File: config.mk
export PLATFORM = sky130hd
export DESIGN_NAME = active_window_gen
export DESIGN_NICKNAME = d
export VERILOG_FILES = /design/src/rtl/awg_pkg.sv /design/src/rtl/awg_sync.sv /design/src/rtl/awg_timing.sv /design/src/rtl/awg_stream.sv /design/src/rtl/active_window_gen.sv
export SDC_FILE = /design/constraint.sdc
export NUM_CORES = 1
export LEC_CHECK = 0
export BUFFER_PORTS_ARGS = -buffer_cell sky130_fd_sc_hd__buf_2
export CORE_UTILIZATION = 26
export DETAILED_ROUTE_END_ITERATION = 6
export GPL_ROUTABILITY_DRIVEN = 0
export GPL_TIMING_DRIVEN = 0
export PLACE_DENSITY = 0.52
export SKIP_LAST_GASP = 1
export SLEW_MARGIN = 20
export SYNTH_ARGS = -nofsm -noshare
export SYNTH_HDL_FRONTEND = slang
export SYNTH_SLANG_ARGS = --single-unit
File: constraint.sdc
create_clock -name clk -period 6.2 [get_ports clk]
set_input_delay 1.24 -clock clk [delete_from_list [all_inputs] [get_ports clk]]
set_output_delay 1.24 -clock clk [all_outputs]
set_load 0.005 [all_outputs]
File: src/rtl/awg_pkg.sv
package awg_pkg;

  // Per-cycle strobes from the timing control to the stream datapath.
  typedef struct packed {
    logic       winDe;       // inside horizontal and vertical window
    logic       savSlot;     // one of the four words before the window
    logic       eavSlot;     // one of the four words after the window
    logic [1:0] codeIdx;     // word index inside the timing code
    logic       vBlank;      // line lies outside the active line range
    logic       field;       // current field flag
    logic       chromaPhase; // even horizontal position
  } awgStrobeT;

  localparam int CODE_LEN = 4;
  localparam logic [9:0] TRS_PREAMBLE = 10'h3FF;
  localparam logic [9:0] LVL_CHROMA   = 10'h200;
  localparam logic [9:0] LVL_LUMA     = 10'h040;

  // Fourth word of a timing reference code, 10-bit form.
  function automatic logic [9:0] trsStatus(input logic f, input logic v, input logic h);
    return {1'b1, f, v, h, v ^ h, f ^ h, f ^ v, f ^ v ^ h, 2'b00};
  endfunction

endpackage

File: src/rtl/awg_sync.sv
module awg_sync #(
  parameter int STAGES = 2
) (
  input  logic clk,
  input  logic rstN,
  input  logic din,
  output logic dout
);

  logic [STAGES-1:0] chain;

  generate
    if (STAGES == 1) begin : g_single
      always_ff @(posedge clk or negedge rstN) begin
        if (!rstN) chain <= '0;
        else       chain <= din;
      end
    end else begin : g_multi
      always_ff @(posedge clk or negedge rstN) begin
        if (!rstN) chain <= '0;
        else       chain <= {chain[STAGES-2:0], din};
      end
    end
  endgenerate

  assign dout = chain[STAGES-1];

endmodule

File: src/rtl/awg_timing.sv
module awg_timing
  import awg_pkg::*;
#(
  parameter int HDLY_W      = 10,
  parameter int VDLY_W      = 6,
  parameter int SIZE_W      = 12,
  parameter int ILOFF_W     = 3,
  parameter int SYNC_STAGES = 2
) (
  input  logic               clk,
  input  logic               rstN,
  input  logic               hsyncIn,
  input  logic               vsyncIn,
  input  logic [HDLY_W-1:0]  hDelay,
  input  logic [VDLY_W-1:0]  vDelay,
  input  logic [SIZE_W-1:0]  lineWidth,
  input  logic [SIZE_W-1:0]  screenHeight,
  input  logic               ilaceEn,
  input  logic [ILOFF_W-1:0] ilaceOff,
  output awgStrobeT          stb
);

  localparam int MAXW = (SIZE_W > HDLY_W) ? SIZE_W : HDLY_W;
  localparam int CW   = MAXW + 2;  // room for delay + size + code length
  localparam logic [CW-1:0] CNT_MAX = '1;

  logic hsS, vsS, hsQ, vsQ, hRise, vRise;

  awg_sync #(.STAGES(SYNC_STAGES)) u_hsSync (.clk(clk), .rstN(rstN), .din(hsyncIn), .dout(hsS));
  awg_sync #(.STAGES(SYNC_STAGES)) u_vsSync (.clk(clk), .rstN(rstN), .din(vsyncIn), .dout(vsS));

  always_ff @(posedge clk or negedge rstN) begin
    if (!rstN) begin
      hsQ <= 1'b0;
      vsQ <= 1'b0;
    end else begin
      hsQ <= hsS;
      vsQ <= vsS;
    end
  end

  assign hRise = hsS & ~hsQ;
  assign vRise = vsS & ~vsQ;

  // Pixel and line counters; saturate so a missing sync never wraps into a window.
  logic [CW-1:0] hCnt, vCnt;
  logic          field;

  always_ff @(posedge clk or negedge rstN) begin
    if (!rstN)                 hCnt <= CNT_MAX;
    else if (hRise)            hCnt <= '0;
    else if (hCnt != CNT_MAX)  hCnt <= hCnt + 1'b1;
  end

  always_ff @(posedge clk or negedge rstN) begin
    if (!rstN)                          vCnt <= CNT_MAX;
    else if (vRise)                     vCnt <= '0;
    else if (hRise && vCnt != CNT_MAX)  vCnt <= vCnt + 1'b1;
  end

  always_ff @(posedge clk or negedge rstN) begin
    if (!rstN)         field <= 1'b0;
    else if (!ilaceEn) field <= 1'b0;
    else if (vRise)    field <= ~field;
  end

  // Window bounds
  logic [CW-1:0] hStart, hEnd, vStart, vEnd;
  logic [CW:0]   hCntAhead, hEndTail;
  logic          hAct, vAct;

  assign hStart    = CW'(hDelay);
  assign hEnd      = hStart + CW'(lineWidth);
  assign vStart    = CW'(vDelay) + (field ? CW'(ilaceOff) : '0);
  assign vEnd      = vStart + CW'(screenHeight);
  assign hCntAhead = {1'b0, hCnt} + (CW+1)'(CODE_LEN);
  assign hEndTail  = {1'b0, hEnd} + (CW+1)'(CODE_LEN);

  assign hAct = (hCnt >= hStart) && (hCnt < hEnd);
  assign vAct = (vCnt >= vStart) && (vCnt < vEnd);

  always_comb begin
    stb.winDe       = hAct && vAct;
    stb.savSlot     = (hCntAhead >= {1'b0, hStart}) && (hCnt < hStart);
    stb.eavSlot     = (hCnt >= hEnd) && ({1'b0, hCnt} < hEndTail);
    stb.codeIdx     = stb.savSlot ? (hCnt[1:0] - hStart[1:0]) : (hCnt[1:0] - hEnd[1:0]);
    stb.vBlank      = ~vAct;
    stb.field       = field;
    stb.chromaPhase = ~hCnt[0];
  end

  // the field flag only moves on a VSYNC leading edge while interlace is on
  p_field_steady_r4: assert property (@(posedge clk) disable iff (!rstN)
    (ilaceEn && !vRise) |=> $stable(field));

endmodule

File: src/rtl/awg_stream.sv
module awg_stream
  import awg_pkg::*;
#(
  parameter int DATA_W = 10
) (
  input  logic              clk,
  input  logic              rstN,
  input  awgStrobeT         stb,
  input  logic              bt656En,
  input  logic              forceDe,
  input  logic              deIn,
  input  logic [DATA_W-1:0] pixIn,
  output logic              deOut,
  output logic [DATA_W-1:0] dataOut
);

  localparam int HBIT = DATA_W - 4;  // position of H inside the status word

  logic [9:0]        codeWord, levelWord;
  logic [DATA_W-1:0] nxtData;
  logic              nxtDe;

  always_comb begin
    case (stb.codeIdx)
      2'd0:    codeWord = TRS_PREAMBLE;
      2'd3:    codeWord = trsStatus(stb.field, stb.vBlank, stb.eavSlot);
      default: codeWord = '0;
    endcase
    levelWord = stb.chromaPhase ? LVL_CHROMA : LVL_LUMA;

    if (!bt656En)                        nxtData = pixIn;
    else if (stb.savSlot || stb.eavSlot) nxtData = codeWord[9 -: DATA_W];
    else if (stb.winDe)                  nxtData = pixIn;
    else                                 nxtData = levelWord[9 -: DATA_W];

    nxtDe = forceDe ? stb.winDe : deIn;
  end

  always_ff @(posedge clk or negedge rstN) begin
    if (!rstN) begin
      deOut   <= 1'b0;
      dataOut <= '0;
    end else begin
      deOut   <= nxtDe;
      dataOut <= nxtData;
    end
  end

  // the word just before a generated window opens is a status word with H=0
  p_sav_lead_r6: assert property (@(posedge clk) disable iff (!rstN)
    ($rose(deOut) && forceDe && bt656En && $past(forceDe) && $past(bt656En))
      |-> ($past(dataOut[DATA_W-1]) && !$past(dataOut[HBIT])));

  // the first word after a generated window is the all-ones preamble
  p_eav_trail_r7: assert property (@(posedge clk) disable iff (!rstN)
    ($fell(deOut) && forceDe && bt656En && $past(forceDe) && $past(bt656En))
      |-> (dataOut == '1));

endmodule

File: src/rtl/active_window_gen.sv
module active_window_gen
  import awg_pkg::*;
#(
  parameter int DATA_W      = 10,
  parameter int HDLY_W      = 10,
  parameter int VDLY_W      = 6,
  parameter int SIZE_W      = 12,
  parameter int ILOFF_W     = 3,
  parameter int SYNC_STAGES = 2
) (
  input  logic               clk,
  input  logic               rstN,
  input  logic               hsyncIn,
  input  logic               vsyncIn,
  input  logic               deIn,
  input  logic [DATA_W-1:0]  pixIn,
  input  logic [HDLY_W-1:0]  hDelay,
  input  logic [VDLY_W-1:0]  vDelay,
  input  logic [SIZE_W-1:0]  lineWidth,
  input  logic [SIZE_W-1:0]  screenHeight,
  input  logic               ilaceEn,
  input  logic [ILOFF_W-1:0] ilaceOff,
  input  logic               forceDe,
  input  logic               bt656En,
  output logic               deOut,
  output logic [DATA_W-1:0]  dataOut
);

  awgStrobeT stb;

  awg_timing #(
    .HDLY_W(HDLY_W), .VDLY_W(VDLY_W), .SIZE_W(SIZE_W),
    .ILOFF_W(ILOFF_W), .SYNC_STAGES(SYNC_STAGES)
  ) u_timing (
    .clk(clk), .rstN(rstN), .hsyncIn(hsyncIn), .vsyncIn(vsyncIn),
    .hDelay(hDelay), .vDelay(vDelay), .lineWidth(lineWidth),
    .screenHeight(screenHeight), .ilaceEn(ilaceEn), .ilaceOff(ilaceOff),
    .stb(stb)
  );

  awg_stream #(.DATA_W(DATA_W)) u_stream (
    .clk(clk), .rstN(rstN), .stb(stb), .bt656En(bt656En), .forceDe(forceDe),
    .deIn(deIn), .pixIn(pixIn), .deOut(deOut), .dataOut(dataOut)
  );

  // Run-length counter of deOut, used only by the R2 properties.
  logic [SIZE_W:0] deRun;

  always_ff @(posedge clk or negedge rstN) begin
    if (!rstN)                     deRun <= '0;
    else if (!deOut)               deRun <= '0;
    else if (deRun != '1)          deRun <= deRun + 1'b1;
  end

  // a generated enable never stays high longer than lineWidth
  p_de_run_r2: assert property (@(posedge clk) disable iff (!rstN)
    (deOut && forceDe) |-> (deRun < {1'b0, lineWidth}));

  // and when it drops it has been high for exactly lineWidth clocks
  p_de_run_end_r2: assert property (@(posedge clk) disable iff (!rstN)
    ($fell(deOut) && forceDe && $past(forceDe)) |-> (deRun == {1'b0, lineWidth}));

endmodule

==> results of run 1 <==
==> final timing paths <==
kind	end	cells past startpoint	slack [ns]
worst min register to register	u_timing.u_vsSync.chain[1]	0	0.35
worst max-delay path	u_stream.dataOut[9]	25	0.56
worst min-delay path	u_timing.u_vsSync.chain[1]	0	0.35
max in group asynchronous	u_stream.dataOut[9]	1	4.85
worst max register to register	u_stream.dataOut[9]	25	0.75
min in group asynchronous	u_timing.vsQ	1	0.96
==> layer usage <==
layer	wire (um)	up-vias	global-route usage, %
met2	4960	41	19.0
met4	53	0	1.89
met3	247	5	1.90
met5	0	-	0
met1	5960	1867	17.1
li1	-	2185	-
==> area by class of cell <==
cell class	instances	area share (%)
multi-input cells	473	62.4
flip-flops and latches	46	20.2
repair buffers	71	6.10
well taps	260	5.55
inverters	39	2.50
clock buffers	5	2.13
plain buffers	8	0.640
clock inverters	3	0.427
==> power groups by stage <==
stage / sequential, mW / combinational [mW] / clock (mW)
finish: 0.365 / 0.454 / 0.270
global route: 0.370 / 0.525 / 0.300
CTS: 0.365 / 0.460 / 0.283
detailed placement: 0.370 / 0.457 / 0
global placement: 0.369 / 0.454 / 0
floorplan: 0.359 / 0.340 / 0
==> worst reg2reg max path, stage by stage (launching register included) <==
cell	delay, ns
dfrtp_1	0.32
clkbuf_1	0.42
and2_1	0.21
ha_1	0.16
inv_1	0.05
fa_1	0.55
inv_1	0.06
ha_1	0.26
a21o_1	0.18
a21o_1	0.19
a21o_1	0.18
a21o_1	0.19
a21o_1	0.18
a21o_1	0.21
nand3_1	0.10
xor2_1	0.17
ha_1	0.26
nand2_1	0.09
nor2_1	0.04
a211oi_1	0.19
o41ai_1	0.13
a211oi_2	0.50
and3_4	0.32
a31o_1	0.16
buf_6	0.14
o2bb2ai_1	0.12
==> through the flow <==
stage / std cells / cell area [um^2] / setup WS, ns
2_1_floorplan: 566 / 5030 / 0.735
3_3_place_gp: 897 / 5710 / 0.156
3_5_place_dp: 897 / 5710 / 0.141
4_1_cts: 905 / 5860 / 0.448
5_1_grt: 905 / 5860 / 0.194
6_report: 905 / 5860 / 0.555
==> registers in the layout, summed over array words and instances, names as in the netlist <==
register,flops
u_stream.dataOut,10
u_timing.field,1
u_stream.deOut,1
u_timing.hsQ,1
u_timing.vCnt,14
u_timing.vsQ,1
u_timing.u_vsSync.chain,2
u_timing.hCnt,14
u_timing.u_hsSync.chain,2
==> cell usage in the layout (no fill, tap or decap), drive strengths merged, types with 5 or more instances in the layout <==
cell type  count
nand4         13
nor3           6
a21oi         32
xnor2         31
nor4           8
inv           40
xor2          34
buf           72
nor2b         13
dfstp         28
nand3         31
clkbuf        12
a211oi         6
a21o          16
a211o          5
o21a           9
o2bb2ai        7
ha            93
nor2          56
nand2         34
o21ai         16
dfrtp         18
==> kinds of logic after synthesis <==
group / after synthesis / synth area share (%)
adder cells (fa/ha/maj): 96 / 24.3
flip-flops: 46 / 23.6
other: 1 / 0.0746
buffers and inverters: 47 / 3.66
multiplexers: 4 / 0.920
AO/OA/AOI/OAI: 118 / 16.9
AND/OR/NAND/NOR: 188 / 18.8
XOR/XNOR: 66 / 11.8
==> out/metrics.yaml, run 1 <==
fin_hold_ws_ns: 0.352
ioPinCount: 72
fin_total_pwr_mw: 1.09
cts_hold_buf: 0
combPwrFrac_pct: 41.7
syn-num-nets: 723
fill_cells: 2026
synth_seq_area_share_pct: 23.6
cts_max_path_buffers: 2
synth.largest_area_cell: "ha_1"
cts_setup_buffers: 0
synth_commonest_cells: "93 x ha_1, 56 x nor2_1, 39 x inv_1"
max_freq_ghz: 0.177
start_util_pct: 26.7
crit_path_max_fanout: 10
worst_r2r_startpoint: "u_timing.field"
cts_tree: "yes"
synth_area_leaders: "ha_1 23%, dfstp_2 15%, dfrtp_1 9.0%"
clock-sinks: 46
layout.nets: 801
syn_inst: 566
utilization_pct: 31.1
synth_area_um2: 5030
area_growth_pct: 16.6
ys_ff_latch: 46
synth_top_area_share_pct: 23.1
path_clk_slew_ns: 0.07
internal_power_mw: 0.688
tns_ns: 0
grt.total_usage_pct: 11.9
clkPwrFrac_pct: 24.8
max_slew_margin_pct: 54.3
finalSetupViolCount: 0
drv_slew: 0
die_y_um: 141
fin_crit_sh_pct: 91.0
synth_most_common_cell: "ha_1"
drive_gt1_share_pct: 18.8
antenna_found_initial: 0
critPathKind: "primary input to flop"
p_seq_share_pct: 33.5
cp_common_cell: "a21o_1"
startpoint_type: "primary input"
synth_cell_types: 63
grt_pass1_wl_um: 19300
ys_warn_count: 0
wirelength_um: 11200
required_ns: 6.41
core-area_um2: 18800
hold_path_class: "flop to flop"
hold_violations: 0
routedWlPerCell_um: 12.4
skew_ns: 0.00534
globalRouteOverflowTotal: 0
endpoint_kind: "flop"
insertion_delay_ns: 0.29
ctsResizeCount: 0
cp_top_family: "compound AO/OA/AOI/OAI gates"
status: "finished, final reports clean"
powerDensity_nw_per_um2: 186
synthArstFlopShare_pct: 100
cts_buffers: 5
rows: 50
hp-start: "u_timing.u_vsSync.chain[0]"
power_leakage_nw: 2.79
switching_share_pct: 36.9
grt_pass1_vias: 3964
crit_arrival_ns: 5.86
max_stage_delay_ns: 0.55
yosys_most_used_dff: "dfstp_2"
slowest_stage: "fa_1"
fp.dieW_um: 141
syn_avg_cell_area_um2: 8.89
cap_violations: 0
seq_area_um2: 1190
via_per_inst: 4.53
drtIter0Drc: 122
multi_input_area_um2: 3660
antennaDiodeCount: 0
root_buffer: "clkbuf_16"
switchingPower_mw: 0.402
crit_buf_inv: 4
antenna_left: 0
crit_start: "ilaceOff[0]"
max_slew.worst_pin.slew_ns: 0.679
vdd_drop_max_mv: 0.151
finalCriticalPeriod_ns: 5.64
grt_max_degree: 47
vias: 4098
die_area_um2: 19900
route.detailed.drc: 0
rsz0062_at_grt: "no"
drt_pass1_iterations: 4
htree_levels: 2
portBuffers: 71
synth_edf_count: 0
dp_hpwl_um: 9290
Note: power is estimated with default switching activity, not from simulation.
==> run 2: changes to the inputs <==
--- a/config.mk
+++ b/config.mk
@@ -7,6 +7,7 @@
 export LEC_CHECK = 0
 export BUFFER_PORTS_ARGS = -buffer_cell sky130_fd_sc_hd__buf_2
 export CORE_UTILIZATION = 26
+export CTS_BUF_LIST = sky130_fd_sc_hd__clkbuf_4 sky130_fd_sc_hd__clkbuf_8
 export DETAILED_ROUTE_END_ITERATION = 6
 export GPL_ROUTABILITY_DRIVEN = 0
 export GPL_TIMING_DRIVEN = 0
==> run 2 against run 1 <==
Compared with the run above:
- largest cell class unchanged
- highest routed layer unchanged
- register-to-register slack got worse by 0.02 ns
- fmax about the same
- critical path type unchanged
- first-iteration DRC count increased by 18%
- via count increased by 0.81%
- core utilization decreased by 0.30 points
- routed wire length increased by 0.18%
- hold slack improved by 0.0065 ns
- sequential power about the same
- sequential share of layout area increased by 0.20 points
==> out/metrics.yaml, run 2 (synthesis results as in run 1) <==
fin_total_pwr_mw: 1.01  # was 1.09 mW
start_util_pct: 26.7  # unchanged
fp.dieW_um: 141  # unchanged
cap_violations: 0  # unchanged
ctsResizeCount: 0  # unchanged
drt_pass1_iterations: 4  # unchanged
utilization_pct: 30.8  # was 31.1%
core-area_um2: 18800  # unchanged
cts_max_path_buffers: 2  # unchanged
antenna_found_initial: 0  # unchanged
top_layer: "met4"  # unchanged
portBuffers: 71  # unchanged
finalCriticalPeriod_ns: 5.64  # about the same
crit_buf_inv: 4  # unchanged
vdd_drop_max_mv: 0.118  # was 0.151 mV
vias: 4131  # was 4098
power_leakage_nw: 2.77  # was 2.79 nW
layout.nets: 801  # unchanged
multi_input_area_um2: 3660  # unchanged
hold_path_class: "flop to flop"  # unchanged
final_cell_area_um2: 5810  # was 5860 um^2
drtIter0Drc: 144  # was 122
cts_setup_buffers: 0  # unchanged
cp_top_family: "compound AO/OA/AOI/OAI gates"  # unchanged
max_freq_ghz: 0.177  # about the same
tns_ns: 0  # unchanged
area_growth_pct: 15.4  # was 16.6%
startpoint_type: "primary input"  # unchanged
rsz0062_at_grt: "no"  # unchanged
max_stage_delay_ns: 0.55  # about the same
dpl.cell_count: 897  # unchanged
crit_arrival_ns: 5.87  # was 5.86 ns
endpoint_kind: "flop"  # unchanged
dp_slack_ns: 0.141  # unchanged
insertion_delay_ns: 0.30  # was 0.29 ns
die_y_um: 141  # unchanged
seq_area_um2: 1190  # unchanged
status: "finished, final reports clean"  # unchanged
grt_max_degree: 47  # unchanged
antenna_left: 0  # unchanged
final_common_cell: "ha_1"  # unchanged
grt.total_usage_pct: 11.9  # about the same
cts_hold_buf: 0  # unchanged
placed_cell_area_um2: 5710  # unchanged
cts_tree: "yes"  # unchanged
via_per_inst: 4.56  # was 4.53
final_cell_mix: "93 x ha_1, 70 x buf_2, 56 x nor2_1"  # unchanged
fin_cells: 905  # unchanged
globalRouteOverflowTotal: 0  # unchanged
wl_met3_um: 337  # was 247 um
reg2reg_slack_ns: 0.73  # was 0.75 ns
routedWlPerCell_um: 12.4  # about the same
root_buffer: "clkbuf_8"  # was clkbuf_16
ioPinCount: 72  # unchanged
fin_hold_ws_ns: 0.358  # was 0.352 ns
wirelength_um: 11200  # about the same
layout_setup_ws_ns: 0.561  # was 0.555 ns
rows: 50  # unchanged
fill_cells: 2034  # was 2026
finalSetupViolCount: 0  # unchanged
clock-sinks: 46  # unchanged
fin_crit_sh_pct: 91.0  # about the same
path_clk_slew_ns: 0.10  # was 0.07 ns
hold_violations: 0  # unchanged
drive_gt1_share_pct: 18.8  # unchanged
antennaDiodeCount: 0  # unchanged
max_slew_margin_pct: 56.3  # was 54.3%
slowest_stage: "fa_1"  # unchanged
cts_buffers: 5  # unchanged
grt_pass1_wl_um: 19300  # about the same
required_ns: 6.43  # was 6.41 ns
crit_path_max_fanout: 10  # unchanged
dp_hpwl_um: 9290  # unchanged
max_slew.worst_pin.slew_ns: 0.649  # was 0.679 ns
wirelength_met1_um: 5890  # was 5960 um
htree_levels: 2  # unchanged
skew_ns: 0.00531  # was 0.00534 ns
cp_common_cell: "a21o_1"  # unchanged
largestRegisters: "u_timing.hCnt: 14 flops, u_timing.vCnt: 14 flops, u_stream.dataOut: 10 flops"  # unchanged
critPathKind: "primary input to flop"  # unchanged
drv_slew: 0  # unchanged
die_area_um2: 19900  # unchanged
wl_met2_um: 4980  # was 4960 um
route.detailed.drc: 0  # unchanged
powerDensity_nw_per_um2: 174  # was 186 nW/um^2
grt_pass1_vias: 3959  # was 3964
run 2: final cells by class:
class,instances,area share (%)
Clock inverter,3,0.431
Tap cell,260,5.60
Timing Repair Buffer,71,6.16
Inverter,39,2.52
Clock buffer,5,1.19
Sequential cell,46,20.4
Buffer,8,0.646
Multi-Input combinational cell,473,63.0
run 2: final timing paths:
check,depth (start not counted),start,to
worst max register to register,25,u_timing.field,u_stream.dataOut[9]
min in group asynchronous,1,rstN,u_timing.vsQ
worst min-delay path,0,u_timing.u_vsSync.chain[0],u_timing.u_vsSync.chain[1]
worst max-delay path,25,ilaceOff[0],u_stream.dataOut[9]
worst min register to register,0,u_timing.u_vsSync.chain[0],u_timing.u_vsSync.chain[1]
max in group asynchronous,1,rstN,u_timing.hCnt[3]
run 2: where the power goes:
part	internal (mW)	leakage, nW	switching [mW]
clock network	0.0816	0.0447	0.113
registers	0.331	0.513	0.0338
logic	0.205	2.21	0.249
total	0.618	2.77	0.395
run 2: layer usage:
metal | vias to the layer above | track usage [%]
met5 | - | 0
met4 | 0 | 1.37
met3 | 2 | 1.80
met2 | 57 | 19.0
met1 | 1889 | 17.2
li1 | 2183 | -
